[config.mk]
export PLATFORM = sky130hd
export DESIGN_NAME = burstAddrGen
export DESIGN_NICKNAME = d
export VERILOG_FILES = /design/src/rtl/burstAddrPkg.sv /design/src/rtl/burstCtrl.sv /design/src/rtl/burstDatapath.sv /design/src/rtl/burstAddrGen.sv
export SDC_FILE = /design/constraint.sdc
export NUM_CORES = 1
export LEC_CHECK = 0
export BUFFER_PORTS_ARGS = -buffer_cell sky130_fd_sc_hd__buf_2
export CORE_ASPECT_RATIO = 1.5
export CORE_MARGIN = 5
export CORE_UTILIZATION = 45
export DETAILED_ROUTE_END_ITERATION = 7
export HOLD_SLACK_MARGIN = 0.05
export PLACE_DENSITY = 0.75
export SETUP_SLACK_MARGIN = 0.5
export SKIP_CTS_REPAIR_TIMING = 1
export SLEW_MARGIN = 20
export SYNTH_ARGS = -nofsm -noshare
export SYNTH_HDL_FRONTEND = slang
export SYNTH_SLANG_ARGS = --single-unit
[constraint.sdc]
create_clock -name clk -period 1.2 [get_ports clk]
set_input_delay 0.06 -clock clk [delete_from_list [all_inputs] [get_ports clk]]
set_output_delay 0.06 -clock clk [all_outputs]
set_load 0.01 [all_outputs]
[src/rtl/burstAddrPkg.sv]
package burstAddrPkg;
  localparam int BURST_W = 2;
  localparam int BEATS   = 1 << BURST_W;

  typedef struct packed {
    logic               load;
    logic               step;
    logic [BURST_W-1:0] beat;
  } burstCtrlT;
endpackage

[src/rtl/burstCtrl.sv]
module burstCtrl
  import burstAddrPkg::*;
(
  input  logic      clk,
  input  logic      rstN,
  input  logic      loadA,
  input  logic      loadB,
  input  logic      advance,
  output burstCtrlT ctrlOut
);
  logic               loadReq;
  logic               stepReq;
  logic [BURST_W-1:0] beatQ;

  assign loadReq = loadA | loadB;
  assign stepReq = advance & ~loadReq;

  always_ff @(posedge clk) begin
    if (!rstN)        beatQ <= '0;
    else if (loadReq) beatQ <= '0;
    else if (stepReq) beatQ <= beatQ + 1'b1;
  end

  always_comb begin
    ctrlOut.load = loadReq;
    ctrlOut.step = stepReq;
    ctrlOut.beat = beatQ;
  end


  load_wins_chk: assert property (@(posedge clk) disable iff (!rstN)
    (loadA && loadB && advance) |=> (beatQ == '0));

  beat_step_chk: assert property (@(posedge clk) disable iff (!rstN)
    (!loadA && !loadB && advance) |=> (beatQ == BURST_W'($past(beatQ) + 1'b1)));

  beat_hold_chk: assert property (@(posedge clk) disable iff (!rstN)
    (!loadA && !loadB && !advance) |=> $stable(beatQ));
endmodule

[src/rtl/burstDatapath.sv]
module burstDatapath
  import burstAddrPkg::*;
#(
  parameter int ADDR_W = 21
) (
  input  logic              clk,
  input  logic              rstN,
  input  burstCtrlT         ctrlIn,
  input  logic              orderSel,
  input  logic [ADDR_W-1:0] addrIn,
  output logic [ADDR_W-1:0] addrOut
);
  localparam int UPPER_W = ADDR_W - BURST_W;

  logic [ADDR_W-1:0]  baseQ;
  logic               orderQ;
  logic [BURST_W-1:0] startLow;
  logic [BURST_W-1:0] linLow;
  logic [BURST_W-1:0] ilvLow;
  logic [UPPER_W-1:0] upperBits;

  always_ff @(posedge clk) begin
    if (!rstN) begin
      baseQ  <= '0;
      orderQ <= 1'b1;
    end else begin
      orderQ <= orderSel;
      if (ctrlIn.load) baseQ <= addrIn;
    end
  end

  assign startLow  = baseQ[BURST_W-1:0];
  assign upperBits = baseQ[ADDR_W-1:BURST_W];
  assign linLow    = startLow + ctrlIn.beat;
  assign ilvLow    = startLow ^ ctrlIn.beat;
  assign addrOut   = {upperBits, (orderQ ? ilvLow : linLow)};


  load_capture_chk: assert property (@(posedge clk) disable iff (!rstN)
    ctrlIn.load |=> (addrOut == $past(addrIn)));

  upper_hold_chk: assert property (@(posedge clk) disable iff (!rstN)
    !ctrlIn.load |=> $stable(addrOut[ADDR_W-1:BURST_W]));
endmodule

[src/rtl/burstAddrGen.sv]
module burstAddrGen
  import burstAddrPkg::*;
#(
  parameter int ADDR_W = 21
) (
  input  logic              clk,
  input  logic              rstN,
  input  logic              loadA,
  input  logic              loadB,
  input  logic              advance,
  input  logic              orderSel,
  input  logic [ADDR_W-1:0] addrIn,
  output logic [ADDR_W-1:0] addrOut
);
  burstCtrlT ctrlBus;

  burstCtrl ctrl_i (
    .clk     (clk),
    .rstN    (rstN),
    .loadA   (loadA),
    .loadB   (loadB),
    .advance (advance),
    .ctrlOut (ctrlBus)
  );

  burstDatapath #(.ADDR_W(ADDR_W)) dp_i (
    .clk      (clk),
    .rstN     (rstN),
    .ctrlIn   (ctrlBus),
    .orderSel (orderSel),
    .addrIn   (addrIn),
    .addrOut  (addrOut)
  );


  reset_zero_chk: assert property (@(posedge clk)
    !rstN |=> (addrOut == '0));
endmodule

==> results.sh <==
export IMPL_outcome="finished, violations left"
export IMPL_violations="setup timing"
export IMPL_grt_max_degree=44
export IMPL_dpl_hpwl_um=1750
export IMPL_cp_start_kind="register"
export IMPL_fmax_mhz=830
export IMPL_synth_distinct_cells=18
export IMPL_start_util=0.460
export IMPL_synth_edf_count=0
export IMPL_clock_path_buffers=2
export IMPL_cp_max_fo=2
export IMPL_cap_violations=0
export IMPL_fillers=235
export IMPL_htree_levels=1
export IMPL_rsz0062_at_grt="true"
export IMPL_cts_root_buf="clkbuf_8"
export IMPL_p_per_area_nw_per_um2=1170
export IMPL_die_h_um=73.7
export IMPL_grt_pass1_wl_um=4060
export IMPL_drtIter0Drc=8
export IMPL_path_clk_slew_ns=0.09
export IMPL_synthTopCellsByArea="dfxtp_1, a21boi_1, or3b_1, buf_4, o21ai_0"
export IMPL_num_vias=965
export IMPL_ys_flop_type="dfxtp_1"
export IMPL_min_period_over_period=1.00
export IMPL_ys_ff_latch=24
export IMPL_grtUsageTotal=0.137
export IMPL_grt_pass1_vias=953
export IMPL_crit_slowest_cell="dfxtp_4"
export IMPL_async_flop_share=0
export IMPL_portBuffers=47
export IMPL_cts_tree="yes"
export IMPL_wl_per_cell_um=13.9
export IMPL_final_antenna_net_count=0
export IMPL_skew_ns=0.000227
export IMPL_nets=181
export IMPL_setup_violations=1
export IMPL_synth_cells=127
export IMPL_core_um2=2650
export IMPL_mappedNetlistNets=155
export IMPL_grt_overflow_total=0
export IMPL_viasPerCell=5.11
export IMPL_required_ns=1.14
export IMPL_netlist_top_cell_by_area="dfxtp_1"
export IMPL_holdCritPathClass="in -> reg"
export IMPL_synth_most_common_cell="dfxtp_1"
export IMPL_maxSlewViolCount=0
export IMPL_min_period_ns=1.20
export IMPL_setup_tns_ns=-0.00489
export IMPL_total_power_mw=1.89
export IMPL_gp_congestion=0.661
export IMPL_synth_top_area_frac=0.394
export IMPL_post_synth_instance_area_um2=1220
export IMPL_path_cells="ha_4, nor2b_4, xnor2_2, buf_2"
export IMPL_critPathCaptureType="output pin"
export IMPL_crit_type="reg -> out"
export IMPL_ir_drop_mv=0.782
export IMPL_dieArea_um2=3870
export IMPL_yosys_top_cells_count="dfxtp_1, a21boi_1, o21ai_0, buf_4, or3b_1"
export IMPL_chipWidth_um=52.5
export IMPL_worstPathArrival_ns=1.14
export IMPL_max_stage_delay_ns=0.36
export IMPL_dpl_instance_area_um2=1340
export IMPL_p_leak_nw=0.645
export IMPL_worst_slew_pin_slew_ns=0.571
export IMPL_cts_made_buffers=3
export IMPL_finalWirelength_um=2630
export IMPL_rows=23
export IMPL_hold_viol=0
export IMPL_clock_sinks=24
export IMPL_antenna_found_initial=0
export IMPL_critical_path_buf_inv_count=1
export IMPL_postLayoutCellArea_um2=1610
export IMPL_area_delta_synth_final_pct=32.2
export IMPL_ios=48
export IMPL_clk_latency_ns=0.26
export IMPL_synth_seq_area_share=0.394
export IMPL_layout_setup_ws_ns=-0.00489
export IMPL_maxSlewHeadroom=0.619
export IMPL_antenna_cells=0
export IMPL_firstDrtPassIters=4
export IMPL_synth_avg_cell_area_um2=9.60
export IMPL_ys_warn_count=0
export IMPL_drc=0
export IMPL_drive_gt1_frac=0.586
export IMPL_critical_path_top_delay_family="flip-flops"
worst paths after layout:
kind,depth (start not counted),slack [ns],to,startpoint
max,4,-0.005,addrOut[1],dp_i.baseQ[0]$_SDFFE_PN0P_
min reg2reg,2,0.56,ctrl_i.beatQ[1]$_SDFFE_PP0P_,ctrl_i.beatQ[1]$_SDFFE_PP0P_
max reg2reg,2,0.29,dp_i.baseQ[0]$_SDFFE_PN0P_,dp_i.baseQ[0]$_SDFFE_PN0P_
min,3,0.04,dp_i.baseQ[15]$_SDFFE_PN0P_,addrIn[15]
metal layers:
layer | global-route usage | share of wire | vias up
met2 | 0.239 | 0.51 | 40
met4 | 0.0511 | 0.0065 | 0
met5 | 0 | 0 | -
met3 | 0.0406 | 0.090 | 2
met1 | 0.154 | 0.40 | 447
li1 | - | - | 476
registers in the layout, summed over array words and instances (netlist names):
register and flops:
ctrl_i.beatQ 2, dp_i.baseQ 21, dp_i.orderQ 1
logic make-up after synthesis:
| group | synth area share |
|---|---|
| AND/OR/NAND/NOR | 0.182 |
| flip-flops | 0.394 |
| buffers and inverters | 0.161 |
| AO/OA/AOI/OAI | 0.231 |
| XOR/XNOR | 0.0216 |
| adder cells (fa/ha/maj) | 0.0103 |
layout by cell type, fill, tap and decap left out:
cell           instances
ha_4                   1
clkbuf_8               3
a21oi_2                1
bufinv_16              1
buf_4                  2
a21boi_2               2
dfxtp_2               21
dlygate4sd3_1          1
nor2b_4                1
xnor2_1                1
buf_6                 20
dfxtp_1                1
o21ai_0               21
xnor2_2                2
nand2b_1               1
clkbuf_4               1
dfxtp_4                2
buf_2                 26
nor2_2                 1
or3b_4                 4
a21boi_1              19
nand3b_1               1
a21bo_2                1
or3b_1                18
report_power, final:
group / switching, mW / internal [mW] / total, mW
clock: 0.257 / 0.446 / 0.703
combinational: 0.127 / 0.176 / 0.303
sequential: 0.0317 / 0.849 / 0.880
total: 0.416 / 1.47 / 1.89
worst min-delay path: cells and delay by family:
kind / cells / cell delay, ns
AOI/OAI and AO/OA: 2 / 0.12
buffers and inverters: 1 / 0.09
area by class of cell:
type | instances | area (um^2) | area share
tap | 37 | 46.3 | 0.0287
clock buffer | 3 | 41.3 | 0.0256
multi-input combinational | 74 | 592 | 0.367
sequential | 24 | 514 | 0.319
timing repair buffer | 50 | 388 | 0.241
clock inverter | 1 | 30.0 | 0.0186
stage by stage:
| step | instances | hold WS (ns) | util | worst slack, ns |
|---|---|---|---|---|
| after floorplan | 127 | 0.133 | - | 0.342 |
| after global placement | 183 | 0.244 | 0.506 | 0.221 |
| after detailed placement | 183 | 0.252 | 0.506 | 0.163 |
| after CTS | 187 | -0.0288 | 0.533 | -0.0620 |
| after global routing | 189 | 0.0388 | 0.609 | -0.0563 |
| final | 189 | 0.0422 | 0.609 | -0.00489 |
Note: power is estimated with default switching activity, not from simulation.
